### src/rtl/rtc_pkg.sv
package rtc_pkg;
   typedef enum logic [1:0] {
      REG_RELOAD = 2'd0,
      REG_COUNT  = 2'd1,
      REG_ALARM  = 2'd2,
      REG_CTRL   = 2'd3
   } rtc_reg_e;

   localparam int NUM_FLAGS = 3;
   localparam int FLAG_TICK = 0;
   localparam int FLAG_ALM  = 1;
   localparam int FLAG_WRAP = 2;
   localparam int CLR_LSB   = 4;
endpackage

### src/rtl/rtc_prescaler.sv
module rtc_prescaler #(
   parameter int PRE_W       = 20,
   parameter int PRE_DEFAULT = 32767
) (
   input  logic             clk,
   input  logic             rst_n,
   input  logic             tick_in,
   input  logic             restart,
   input  logic [PRE_W-1:0] reload,
   output logic             base_tick
);
   localparam logic [PRE_W-1:0] DIV_INIT = PRE_W'(PRE_DEFAULT);

   logic [PRE_W-1:0] div_q;

   always_ff @(posedge clk or negedge rst_n) begin
      if (!rst_n) begin
         div_q <= DIV_INIT;
      end else if (tick_in) begin
         if (restart || div_q == '0) div_q <= reload;
         else                        div_q <= div_q - 1'b1;
      end
   end

   assign base_tick = tick_in && !restart && (div_q == '0);

   // divider state only moves on an input tick
   a_r3_div_idle: assert property (@(posedge clk) disable iff (!rst_n)
      !tick_in |=> $stable(div_q));
   // a restart tick reloads the divider
   a_r4_restart_reload: assert property (@(posedge clk) disable iff (!rst_n)
      (tick_in && restart) |=> div_q == $past(reload));
endmodule

### src/rtl/rtc_counter.sv
module rtc_counter #(
   parameter int CNT_W = 32
) (
   input  logic             clk,
   input  logic             rst_n,
   input  logic             step,
   input  logic             load,
   input  logic [CNT_W-1:0] load_val,
   input  logic [CNT_W-1:0] alarm,
   output logic [CNT_W-1:0] count_o,
   output logic             wrap_evt,
   output logic             match_evt
);
   logic [CNT_W-1:0] count_q;
   logic [CNT_W-1:0] count_inc;

   assign count_inc = count_q + 1'b1;

   always_ff @(posedge clk or negedge rst_n) begin
      if (!rst_n)    count_q <= '0;
      else if (load) count_q <= load_val;
      else if (step) count_q <= count_inc;
   end

   assign wrap_evt  = step && !load && (count_q == '1);
   assign match_evt = step && !load && (count_inc == alarm);
   assign count_o   = count_q;

   // all-ones plus one gives zero
   a_r5_wrap_zero: assert property (@(posedge clk) disable iff (!rst_n)
      (step && !load && count_q == '1) |=> count_q == '0);
   // counter is frozen without step or load
   a_r3_count_hold: assert property (@(posedge clk) disable iff (!rst_n)
      (!step && !load) |=> $stable(count_q));
endmodule

### src/rtl/rtc_flags.sv
module rtc_flags #(
   parameter int N = 3
) (
   input  logic         clk,
   input  logic         rst_n,
   input  logic [N-1:0] set_evt,
   input  logic [N-1:0] clr,
   input  logic [N-1:0] en,
   output logic [N-1:0] flags_o,
   output logic         irq_o
);
   logic [N-1:0] flag_q;

   for (genvar i = 0; i < N; i++) begin : g_flag
      always_ff @(posedge clk or negedge rst_n) begin
         if (!rst_n)          flag_q[i] <= 1'b0;
         else if (set_evt[i]) flag_q[i] <= 1'b1;
         else if (clr[i])     flag_q[i] <= 1'b0;
      end

      // flag holds until a clear is requested
      a_r8_sticky: assert property (@(posedge clk) disable iff (!rst_n)
         (flag_q[i] && !clr[i]) |=> flag_q[i]);
      // event wins over a simultaneous clear
      a_r8_set_wins: assert property (@(posedge clk) disable iff (!rst_n)
         set_evt[i] |=> flag_q[i]);
   end

   assign flags_o = flag_q;
   assign irq_o   = |(flag_q & en);

   // no enables means no interrupt
   a_r9_irq_masked: assert property (@(posedge clk) disable iff (!rst_n)
      (en == '0) |-> !irq_o);
endmodule

### src/rtl/rtc_timebase.sv
module rtc_timebase
   import rtc_pkg::*;
#(
   parameter int PRE_W       = 20,
   parameter int CNT_W       = 32,
   parameter int PRE_DEFAULT = 32767
) (
   input  logic             clk,
   input  logic             rst_n,
   input  logic             tick_in,
   input  logic             wr_en,
   input  logic [1:0]       wr_addr,
   input  logic [CNT_W-1:0] wr_data,
   output logic [CNT_W-1:0] count_o,
   output logic [2:0]       flags_o,
   output logic             irq_o
);
   localparam logic [PRE_W-1:0] RELOAD_INIT = PRE_W'(PRE_DEFAULT);

   if (PRE_W < 2 || CNT_W < PRE_W || CNT_W < CLR_LSB + NUM_FLAGS) begin : g_bad_width
      $error("rtc_timebase: unsupported width parameters");
   end
   if (PRE_DEFAULT < 0 || PRE_DEFAULT >= (2 ** PRE_W)) begin : g_bad_default
      $error("rtc_timebase: default reload does not fit the divider");
   end

   rtc_reg_e         sel;
   logic [PRE_W-1:0] reload_q;
   logic [CNT_W-1:0] alarm_q;
   logic [CNT_W-1:0] stage_q;
   logic             stage_pend_q;
   logic             restart_pend_q;
   logic [NUM_FLAGS-1:0] en_q;
   logic [NUM_FLAGS-1:0] clr;
   logic [NUM_FLAGS-1:0] evt;
   logic             base_tick;
   logic             wrap_evt;
   logic             match_evt;
   logic             wr_reload, wr_count, wr_alarm, wr_ctrl;

   assign sel       = rtc_reg_e'(wr_addr);
   assign wr_reload = wr_en && sel == REG_RELOAD;
   assign wr_count  = wr_en && sel == REG_COUNT;
   assign wr_alarm  = wr_en && sel == REG_ALARM;
   assign wr_ctrl   = wr_en && sel == REG_CTRL;

   always_ff @(posedge clk or negedge rst_n) begin
      if (!rst_n) begin
         reload_q       <= RELOAD_INIT;
         alarm_q        <= '0;
         stage_q        <= '0;
         stage_pend_q   <= 1'b0;
         restart_pend_q <= 1'b0;
         en_q           <= '0;
      end else begin
         if (wr_reload) reload_q <= wr_data[PRE_W-1:0];
         if (wr_alarm)  alarm_q  <= wr_data;
         if (wr_ctrl)   en_q     <= wr_data[NUM_FLAGS-1:0];
         if (wr_count) begin
            stage_q      <= wr_data;
            stage_pend_q <= 1'b1;
         end else if (tick_in) begin
            stage_pend_q <= 1'b0;
         end
         if (wr_reload || wr_count) restart_pend_q <= 1'b1;
         else if (tick_in)          restart_pend_q <= 1'b0;
      end
   end

   assign clr = wr_ctrl ? wr_data[CLR_LSB +: NUM_FLAGS] : '0;

   rtc_prescaler #(.PRE_W(PRE_W), .PRE_DEFAULT(PRE_DEFAULT)) u_pre (
      .clk       (clk),
      .rst_n     (rst_n),
      .tick_in   (tick_in),
      .restart   (restart_pend_q),
      .reload    (reload_q),
      .base_tick (base_tick)
   );

   rtc_counter #(.CNT_W(CNT_W)) u_cnt (
      .clk       (clk),
      .rst_n     (rst_n),
      .step      (base_tick),
      .load      (tick_in && stage_pend_q),
      .load_val  (stage_q),
      .alarm     (alarm_q),
      .count_o   (count_o),
      .wrap_evt  (wrap_evt),
      .match_evt (match_evt)
   );

   always_comb begin
      evt            = '0;
      evt[FLAG_TICK] = base_tick;
      evt[FLAG_ALM]  = match_evt;
      evt[FLAG_WRAP] = wrap_evt;
   end

   rtc_flags #(.N(NUM_FLAGS)) u_flags (
      .clk     (clk),
      .rst_n   (rst_n),
      .set_evt (evt),
      .clr     (clr),
      .en      (en_q),
      .flags_o (flags_o),
      .irq_o   (irq_o)
   );

   // a pending counter write lands on the next input tick
   a_r4_load_lands: assert property (@(posedge clk) disable iff (!rst_n)
      (tick_in && stage_pend_q) |=> count_o == $past(stage_q));
   // a restart tick never advances the time base
   a_r4_restart_quiet: assert property (@(posedge clk) disable iff (!rst_n)
      (tick_in && restart_pend_q && !stage_pend_q) |=> $stable(count_o));
endmodule

### config.mk
export PLATFORM = sky130hd
export DESIGN_NAME = rtc_timebase
export DESIGN_NICKNAME = d
export VERILOG_FILES = /design/src/rtl/rtc_pkg.sv /design/src/rtl/rtc_prescaler.sv /design/src/rtl/rtc_counter.sv /design/src/rtl/rtc_flags.sv /design/src/rtl/rtc_timebase.sv
export SDC_FILE = /design/constraint.sdc
export NUM_CORES = 1
export LEC_CHECK = 0
export ABC_CLOCK_PERIOD_IN_PS = 5580
export BUFFER_PORTS_ARGS = -buffer_cell sky130_fd_sc_hd__buf_2
export CORE_AREA = 2 2 114 116
export DETAILED_ROUTE_END_ITERATION = 10
export DIE_AREA = 0 0 116 118
export GPL_ROUTABILITY_DRIVEN = 1
export GPL_TIMING_DRIVEN = 0
export HOLD_SLACK_MARGIN = 0.08
export PLACE_DENSITY = 0.84
export SLEW_MARGIN = 20
export SYNTH_ARGS = -nofsm -noshare
export SYNTH_HDL_FRONTEND = slang
export SYNTH_SLANG_ARGS = --single-unit
### constraint.sdc
create_clock -name clk -period 5.58 [get_ports clk]
set_input_delay 0 -clock clk [delete_from_list [all_inputs] [get_ports clk]]
set_output_delay 0 -clock clk [all_outputs]
set_load 0.05 [all_outputs]
==> flow_summary.yaml, run 1 <==
status:
  status: "completed"
placement:
  placed_cell_area_sq_um: 8490
  dpl.hpwl_um: 16900
  place.gp.congestion: 0.947
  io_buffers: 72
  dp_cells: 1015
  dp_slack_ns: 2.61
finish:
  post-route-cell-area_sq_um: 9450
  syn_to_final_growth_pct: 19.9
  antennaDiodeCount: 0
  finalNetCount: 940
  nFillCells: 863
  drive_gt1_share_pct: 28.8
  post-route-util_pct: 76.1
  stdcell_count: 1084
synthesis:
  yosysMostFrequentCell: "dfrtp_1"
  synth_ff_type: "dfrtp_1"
  synth_edf_count: 0
  synth-seq-area-share_pct: 46.2
  syn_area_sq_um: 7880
  synth_commonest_cells: "114 x dfrtp_1, 88 x mux2_2, 59 x a21oi_1, 57 x nor2_1, 52 x nand2_1"
  synthTopCellsByArea: "dfrtp_1 36%, mux2_2 13%, dfstp_2 10%"
  synth.top_cell.area_share_pct: 36.2
  syn-num-nets: 811
  yosys.area.top_type: "dfrtp_1"
  synth.avg_cell_area_sq_um: 10.2
  synthCells: 770
  ys_ff_latch: 144
  yosysWarnings: 0
  synthArstFlopShare_pct: 100
  synth.distinct_cells: 69
sta:
  finalCriticalPeriod_ns: 3.09
  hold_viol_final: 0
  setup_viol: 0
  rsz0062_at_grt: "false"
  fin_crit_sh_pct: 55.3
  tightest_slew_ns: 0.928
  timing.fmax_mhz: 324
  finalSetupTns_ns: 0
  worst_clock_skew_ns: 0.00833
  slew_headroom_pct: 38.1
  final_max_slew_viol_count: 0
  holdWs_ns: 0.136
  worst_slack_ns: 2.49
routing:
  wl_um: 25000
  drt_iter0_drc: 723
  drc: 0
  viasPerCell: 6.65
  vias: 7214
  antenna_left: 0
  post_drt_wl_per_cell_um: 23.1
  first_pass_iters: 6
setup_path:
  crit_top_cell: "nor2_1"
  critPathCaptureType: "flip-flop"
  crit_chain: "inv_1, ha_1, nor4b_1, nand4_2, nor3_4, clkbuf_1, a21oi_1, a31oi_1, nor2_1, nor2_1"
  cp_top_family: "simple AND/OR/NAND/NOR gates"
  cp.arrival_ns: 3.45
  cp.buffers_inverters: 2
  max_stage_delay_ns: 0.64
  crit_required_ns: 5.95
  critPathLaunchType: "flip-flop"
  critPathMaxFanout: 10
  worst_path_max_delay_cell: "nor3_4"
  crit_type: "flip-flop to flip-flop"
clocking:
  clkTransAtPathRegs_ns: 0.06
  clockBufferDepth: 2
  clockRootBuffer: "clkbuf_16"
  cts_tree: "built"
  clkLatencyLatePin_ns: 0.44
  cts_resized: 0
  h-tree-depth: 4
  cts_made_buffers: 17
  cts.sinks: 144
pwr:
  total_power_mw: 3.70
  p_per_area_nw_per_um2: 392
  vdd_drop_max_mv: 0.283
  p_leak_nw: 3.81
die:
  placement_rows: 41
  dieArea_sq_um: 13700
  start_util_pct: 63.5
  die_h_um: 118
  ios: 74
  core_sq_um: 12400
  die_w_um: 116
job:
  drv_cap: 0
global_route:
  grt_pass1_wl_um: 38900
  grt_overflow: 0
  grt_max_degree: 105
  grt_pass1_vias: 7110
  grt_usage_pct: 37.6
  antenna_found_initial: 0
worst_hold_path:
  hold_path.class: "primary input to flip-flop"
placed cells by master, fill, tap and decap left out, types with 6 or more instances in the layout:
cell type      Yosys  layout
nand4_1           19      19
xnor2_1           34      34
o22ai_1           17      17
xor2_1            17      17
mux2_2            88      88
nor2_1            57      57
nand3_1           20      20
nor3_1            21      21
nand2_1           52      52
buf_2             10      82
dfstp_2           30      30
clkbuf_1          36      36
a31o_2             6       6
dlygate4sd3_1      0      36
a22oi_1            9       9
and4_1             6       6
nor3b_1            6       6
nor4_1             6       6
o21ai_0           37      37
a21oi_1           59      59
clkbuf_16          0      17
a221o_1            6       6
inv_1             13      13
dfrtp_1          114     114
and3_1             7       7
inv_6              0       6
a31oi_1            8       8
area by class of cell:
type / instances / area [sq um] / area share, %
Clock buffer: 20 / 467 / 4.94
Tap cell: 172 / 215 / 2.28
Buffer: 53 / 230 / 2.44
Multi-Input combinational cell: 559 / 3950 / 41.9
Sequential cell: 144 / 3640 / 38.5
Clock inverter: 12 / 124 / 1.31
Inverter: 14 / 52.6 / 0.556
Timing Repair Buffer: 110 / 763 / 8.08
flip-flops by register name, indices dropped and copies added, names as in the netlist:
name and cells:
u_cnt.count_o 32, stage_pend_q 1, u_flags.flags_o 3, stage_q 32, u_pre.div_q 20, restart_pend_q 1, reload_q 20, alarm_q 32
en_q 3
per-layer routing:
metal	GRT usage (%)	part of all wire [%]	vias up
met1	52.0	40	3540
li1	-	-	3105
met5	0	0	-
met2	56.7	46	464
met3	9.22	9.5	105
met4	15.8	4.1	0
kinds of logic (layout without fill, tap and decap cells):
logic type,count (synthesis),count (layout),share of synthesized area (%)
adders and majority gates,3,3,0.477
DFF,144,144,46.2
xor gates and xnor gates,51,51,5.67
buffers and inverters,67,209,3.59
muxes,92,92,13.1
and+or+nand+nor,228,228,15.9
AOI/OAI and AO/OA,185,185,15.0
worst reg2reg max path, cell delays in order (launching register included):
cell	delay [ns]
dfstp_2	0.38
inv_1	0.09
ha_1	0.20
nor4b_1	0.31
nand4_2	0.33
nor3_4	0.64
clkbuf_1	0.54
a21oi_1	0.13
a31oi_1	0.19
nor2_1	0.06
nor2_1	0.14
path summary, 6_finish.rpt:
kind	to	slack [ns]	cells after the start	from
setup reg to reg	u_cnt.count_o[11]	2.49	10	u_pre.div_q[0]
hold / removal	alarm_q[4]	0.14	3	wr_addr[1]
setup / recovery	u_cnt.count_o[11]	2.49	10	u_pre.div_q[0]
max in group asynchronous	stage_q[29]	4.83	3	rst_n
min in group asynchronous	u_pre.div_q[11]	0.18	2	rst_n
hold reg to reg	u_pre.div_q[12]	0.50	2	u_pre.div_q[12]
repair_timing:
| action | CTS | global route |
|---|---|---|
| endpoints found under the hold margin | 220 | 0 |
| hold buffers | 37 | 0 |
| setup endpoints to repair | 0 | 0 |
| buffers inserted | 0 | 0 |
where the power goes:
| group | switching [mW] | internal, mW |
|---|---|---|
| Combinational | 0.651 | 0.407 |
| Sequential | 0.213 | 1.29 |
| Clock | 0.487 | 0.659 |
| Total | 1.35 | 2.35 |
No activity file was read; power rests on OpenSTA's default activity.
==> run 2, diff against run 1 <==
--- a/config.mk
+++ b/config.mk
@@ -5,15 +5,15 @@
 export SDC_FILE = /design/constraint.sdc
 export NUM_CORES = 1
 export LEC_CHECK = 0
-export ABC_CLOCK_PERIOD_IN_PS = 5580
+export ABC_CLOCK_PERIOD_IN_PS = 2950
 export BUFFER_PORTS_ARGS = -buffer_cell sky130_fd_sc_hd__buf_2
-export CORE_AREA = 2 2 114 116
+export CORE_AREA = 2 2 118 120
 export DETAILED_ROUTE_END_ITERATION = 10
-export DIE_AREA = 0 0 116 118
+export DIE_AREA = 0 0 120 122
 export GPL_ROUTABILITY_DRIVEN = 1
 export GPL_TIMING_DRIVEN = 0
 export HOLD_SLACK_MARGIN = 0.08
-export PLACE_DENSITY = 0.84
+export PLACE_DENSITY = 0.79
 export SLEW_MARGIN = 20
 export SYNTH_ARGS = -nofsm -noshare
 export SYNTH_HDL_FRONTEND = slang
==> constraint.sdc (replaced) <==
create_clock -name clk -period 2.95 [get_ports clk]
set_input_delay 0 -clock clk [delete_from_list [all_inputs] [get_ports clk]]
set_output_delay 0 -clock clk [all_outputs]
set_load 0.05 [all_outputs]
==> flow_summary.yaml, run 2 (synthesized netlist as in run 1, its figures left out) <==
finish:
  finalNetCount: 944
  antennaDiodeCount: 0
  syn_to_final_growth_pct: 21.3
  drive_gt1_share_pct: 30.0
  nFillCells: 983
  final_common_cell: "dfrtp_1"
  layout_common_cells: "112 x dfrtp_1, 88 x mux2_2, 81 x buf_2"
sta:
  slew_headroom_pct: 45.1
  finalCriticalPeriod_ns: 2.85
  worst_clock_skew_ns: 0.00769
  tightest_slew_ns: 0.820
  final_max_slew_viol_count: 0
  setup_viol: 0
  timing.fmax_mhz: 350
  finalSetupTns_ns: 0
  holdWs_ns: 0.0969
  hold_viol_final: 0
  fin_crit_sh_pct: 96.8
die:
  dieArea_sq_um: 14600
  die_w_um: 120
  start_util_pct: 58.3
  placement_rows: 43
  core_sq_um: 13500
  ios: 74
  die_h_um: 122
clocking:
  cts_tree: "built"
  cts.sinks: 144
  h-tree-depth: 4
  clkTransAtPathRegs_ns: 0.06
  cts_made_buffers: 17
  clockRootBuffer: "clkbuf_16"
  clkLatencyLatePin_ns: 0.44
  clockBufferDepth: 2
setup_path:
  crit_chain: "inv_1, ha_1, nor4b_1, nand4_2, nor4_4, nand4_2, nor3_2, xnor2_1, nor2_1, a221o_1"
  worst_path_max_delay_cell: "nor4_4"
  critPathMaxFanout: 5
  critPathLaunchType: "flip-flop"
  crit_required_ns: 3.27
  crit_type: "flip-flop to flip-flop"
  max_stage_delay_ns: 0.39
  cp.arrival_ns: 3.17
  crit_top_cell: "nand4_2"
  critPathCaptureType: "flip-flop"
global_route:
  antenna_found_initial: 0
  grt_pass1_vias: 6436
  grt_pass1_wl_um: 35300
  grt_usage_pct: 31.8
  grt_overflow: 0
  grt_max_degree: 83
routing:
  vias: 7043
  drc: 0
  post_drt_wl_per_cell_um: 21.0
  wl_um: 23000
  viasPerCell: 6.43
  antenna_left: 0
  drt_iter0_drc: 981
  first_pass_iters: 5
placement:
  dpl.hpwl_um: 15700
  io_buffers: 72
  place.gp.congestion: 0.980
job:
  drv_cap: 0
worst_hold_path:
  hold_path.class: "primary input to asynchronous set/reset pin"
pwr:
  p_leak_nw: 3.86
  p_per_area_nw_per_um2: 739
  vdd_drop_max_mv: 0.446
status:
  status: "completed"
## run 2: worst paths after layout
path                                      from           endpoint  slack (ns)  cells after the start
worst max-delay path            u_pre.div_q[0]  u_cnt.count_o[27]         0.1                     10
worst min-delay path                     rst_n        alarm_q[21]         0.1                      2
worst max register to register  u_pre.div_q[0]  u_cnt.count_o[27]         0.1                     10
worst min register to register  u_pre.div_q[7]     u_pre.div_q[7]        0.49                      2
max in group asynchronous                rst_n     u_pre.div_q[5]        2.05                      3
min in group clk                       tick_in  u_cnt.count_o[30]        0.14                      3
## run 2: critical path: cells and delay by family (launching register included)
family / cells / cell delay (ns)
buffers and inverters: 1 / 0.09
DFF: 1 / 0.38
xor gates and xnor gates: 1 / 0.15
adders and majority gates: 1 / 0.19
and+or+nand+nor: 6 / 1.64
AOI/OAI and AO/OA: 1 / 0.28
## run 2: power by group
part / switching [mW] / internal, mW
logic: 1.21 / 0.774
clock network: 0.877 / 1.37
registers: 0.385 / 2.44
## run 2: per-stage QoR
stage	setup WS (ns)	instances	utilization, %	power [mW]	area, sq um
after floorplan	0.00603	770	-	4.15	7880
after global placement	-0.113	1022	62.7	4.64	8460
after detailed placement	-0.0410	1023	62.9	4.71	8500
after CTS	0.00365	1090	70.1	6.99	9470
after global routing	-0.0258	1096	70.7	7.32	9550
final	0.0951	1096	70.7	7.06	9550
## run 2: repair_timing
action                                  in CTS  in global routing
hold endpoints to repair                   207                  0
pin swaps                                    0                  2
setup buffers                                0                  6
endpoints found under the setup margin       2                 27
hold buffers                                35                  0
gates resized for setup                      2                  9
## run 2: routing by layer
layer / part of all wire (%) / vias up / global-route usage [%]
li1: - / 3124 / -
met1: 42 / 3450 / 44.3
met2: 46 / 413 / 49.5
met3: 9.0 / 56 / 6.04
met4: 2.8 / 0 / 12.5
met5: 0 / - / 0
## run 2: cell type report
type	instances	area, sq um	area share, %
Sequential cell	144	3640	38.1
Inverter	14	52.6	0.550
Timing Repair Buffer	114	793	8.30
Tap cell	180	225	2.36
Clock buffer	19	453	4.74
Clock inverter	13	161	1.69
Buffer	53	233	2.44
Multi-Input combinational cell	559	3990	41.8
==> run 3, diff against run 2 <==
--- a/config.mk
+++ b/config.mk
@@ -5,6 +5,7 @@
 export SDC_FILE = /design/constraint.sdc
 export NUM_CORES = 1
 export LEC_CHECK = 0
+export ABC_AREA = 1
 export ABC_CLOCK_PERIOD_IN_PS = 2950
 export BUFFER_PORTS_ARGS = -buffer_cell sky130_fd_sc_hd__buf_2
 export CORE_AREA = 2 2 118 120
@@ -13,7 +14,7 @@
 export GPL_ROUTABILITY_DRIVEN = 1
 export GPL_TIMING_DRIVEN = 0
 export HOLD_SLACK_MARGIN = 0.08
-export PLACE_DENSITY = 0.79
+export PLACE_DENSITY = 0.8
 export SLEW_MARGIN = 20
 export SYNTH_ARGS = -nofsm -noshare
 export SYNTH_HDL_FRONTEND = slang
==> flow_summary.yaml, run 3 <==
synthesis:
  synthCells: 1065
  ys_ff_latch: 144
  synth-seq-area-share_pct: 46.2
  synthTopCellsByArea: "dfrtp_1 36%, nand2_1 17%, dfstp_2 10%"
  synth.top_cell.area_share_pct: 36.2
  synth_edf_count: 0
  yosysWarnings: 0
  synth_commonest_cells: "350 x nand2_1, 125 x o21ai_0, 118 x inv_1, 114 x dfrtp_1, 85 x nor2_1"
  yosysMostFrequentCell: "nand2_1"
  synth_ff_type: "dfrtp_1"
  synth.distinct_cells: 36
  syn-num-nets: 1106
  synthArstFlopShare_pct: 100
  syn_area_sq_um: 7890
  synth.avg_cell_area_sq_um: 7.41
  yosys.area.top_type: "dfrtp_1"
clocking:
  cts.sinks: 144
  h-tree-depth: 4
  cts_resized: 0
  clkTransAtPathRegs_ns: 0.07
  cts_tree: "built"
  clkLatencyLatePin_ns: 0.44
  clockRootBuffer: "clkbuf_16"
  cts_made_buffers: 17
  clockBufferDepth: 2
worst_hold_path:
  hold_path.class: "primary input to flip-flop"
  hp-start: "wr_addr[0]"
  min_path_cells: 3
  hold_end: "en_q[2]"
sta:
  worst_clock_skew_ns: 0.0119
  finalCriticalPeriod_ns: 2.49
  slew_headroom_pct: 49.0
  setup_viol: 0
  tightest_slew_ns: 0.765
  timing.fmax_mhz: 401
  final_max_slew_viol_count: 0
  fin_crit_sh_pct: 84.5
  holdWs_ns: 0.0927
  hold_viol_final: 0
  rsz0062_at_grt: "false"
die:
  core_sq_um: 13500
  dieArea_sq_um: 14600
  placement_rows: 43
  die_w_um: 120
  ios: 74
  start_util_pct: 58.4
  die_h_um: 122
routing:
  antenna_left: 0
  vias: 7955
  drt_iter0_drc: 810
  first_pass_iters: 5
  post_drt_wl_per_cell_um: 16.9
  wl_um: 23400
  viasPerCell: 5.74
  drc: 0
pwr:
  clkPwrFrac_pct: 32.6
  p_comb_share_pct: 26.9
  p_per_area_nw_per_um2: 728
  vdd_drop_max_mv: 0.454
  p_sw_share_pct: 37.5
  p_leak_nw: 4.57
  internal-power_mw: 4.32
  seq_power_share_pct: 40.5
  power_switching_mw: 2.59
  total_power_mw: 6.91
setup_path:
  crit_type: "flip-flop to flip-flop"
  cp.arrival_ns: 2.87
  crit_required_ns: 3.32
  rr_endpoint: "u_flags.flags_o[1]"
  r2r_cells: 13
  critPathLaunchType: "flip-flop"
  r2r_slack_ns: 0.46
  worstReg2RegStart: "u_cnt.count_o[0]"
  critPathCaptureType: "flip-flop"
  critPathMaxFanout: 9
global_route:
  grt_max_degree: 74
  grt_usage_pct: 33.6
  grt_pass1_vias: 7605
  grt_overflow: 0
  antenna_found_initial: 0
  grt_pass1_wl_um: 37800
job:
  drv_cap: 0
placement:
  io_buffers: 72
  dpl.hpwl_um: 16500
  place.gp.congestion: 0.982
finish:
  final_common_cell: "nand2_1"
  syn_to_final_growth_pct: 20.4
  drive_gt1_share_pct: 14.8
  antennaDiodeCount: 0
  finalNetCount: 1235
  layout_common_cells: "350 x nand2_1, 125 x o21ai_0, 118 x inv_1"
  nFillCells: 1112
status:
  status: "completed"
==> run 3: changes by cell type in the layout (fill, tap and decap cells not counted), moves of 16 or more <==
| cell | delta |
|---|---|
| nand2_1 | +298 |
| inv_1 | +105 |
| o21ai_0 | +88 |
| xnor2_1 | -31 |
| o211ai_1 | +16 |
| nor2_1 | +28 |
| nand3_1 | +50 |
| a21oi_1 | -51 |
| mux2_2 | -88 |
==> run 3: cell families (layout without fill, tap and decap cells) <==
group | after synthesis | in the layout | synth area share [%]
adders and majority gates | 3 | 3 | 0.476
DFF | 144 | 144 | 46.2
AOI/OAI and AO/OA | 179 | 179 | 12.9
xor gates and xnor gates | 11 | 11 | 1.22
and+or+nand+nor | 571 | 571 | 31.5
buffers and inverters | 157 | 299 | 7.77
==> run 3: worst max-delay path by stage <==
stage                           from                 end  slack, ns
CTS                 u_cnt.count_o[0]  u_flags.flags_o[1]       0.48
global placement               rst_n     u_pre.div_q[15]      -0.16
floorplan           u_cnt.count_o[0]  u_flags.flags_o[1]       0.76
detailed placement  u_cnt.count_o[0]  u_flags.flags_o[1]       0.54
global route        u_cnt.count_o[0]  u_flags.flags_o[1]       0.28
finish              u_cnt.count_o[0]  u_flags.flags_o[1]       0.46
==> run 3: critical path, stage by stage (launching register included) <==
cell	delay, ns
dfrtp_1	0.42
ha_1	0.24
nand2_2	0.11
nor2_4	0.27
nand2_4	0.12
nor2_4	0.20
nand2_1	0.12
xor2_1	0.21
nand2_1	0.07
nand2_1	0.06
nand2_1	0.06
nor2_1	0.20
nand3_1	0.21
nand2_1	0.11
==> run 3: area by class of cell <==
cell class	instances	area, sq um	area share [%]
repair buffers	110	768	8.09
well taps	180	225	2.37
inverters	123	462	4.86
flip-flops and latches	144	3640	38.4
clock inverters	12	145	1.53
multi-input cells	764	3630	38.3
plain buffers	34	151	1.59
clock buffers	20	467	4.92
==> run 3: per-stage QoR <==
stage          cells  util, %  setup slack [ns]  area, sq um  TNS, ns
2_1_floorplan   1065        -             0.759         7890        0
3_3_place_gp    1317     62.7            -0.157         8470   -17.08
3_5_place_dp    1318     63.0             0.538         8510        0
4_1_cts         1387     70.3             0.482         9490        0
5_1_grt         1387     70.3             0.283         9490        0
6_report        1387     70.3             0.457         9490        0
==> run 3: per-layer routing <==
layer	global-route usage (%)	vias up	part of all wire [%]
li1	-	3708	-
met1	42.8	3787	41
met2	56.5	394	49
met3	5.81	66	7.4
met4	14.8	0	3.4
met5	0	-	0
==> run 3: timing repair <==
action | 4_1_cts | 5_1_grt
hold buffers | 37 | 0
hold endpoints to repair | 230 | 0
setup buffers | 0 | 0
==> run 3: power groups by stage <==
stage                     Clock (mW)  Sequential, mW  Combinational, mW
after floorplan                    0            3.09              0.973
after global placement             0            2.80               1.75
after detailed placement           0            2.80               1.80
after CTS                       2.26            2.78               1.85
after global routing            2.34            2.84               2.07
final                           2.25            2.80               1.86
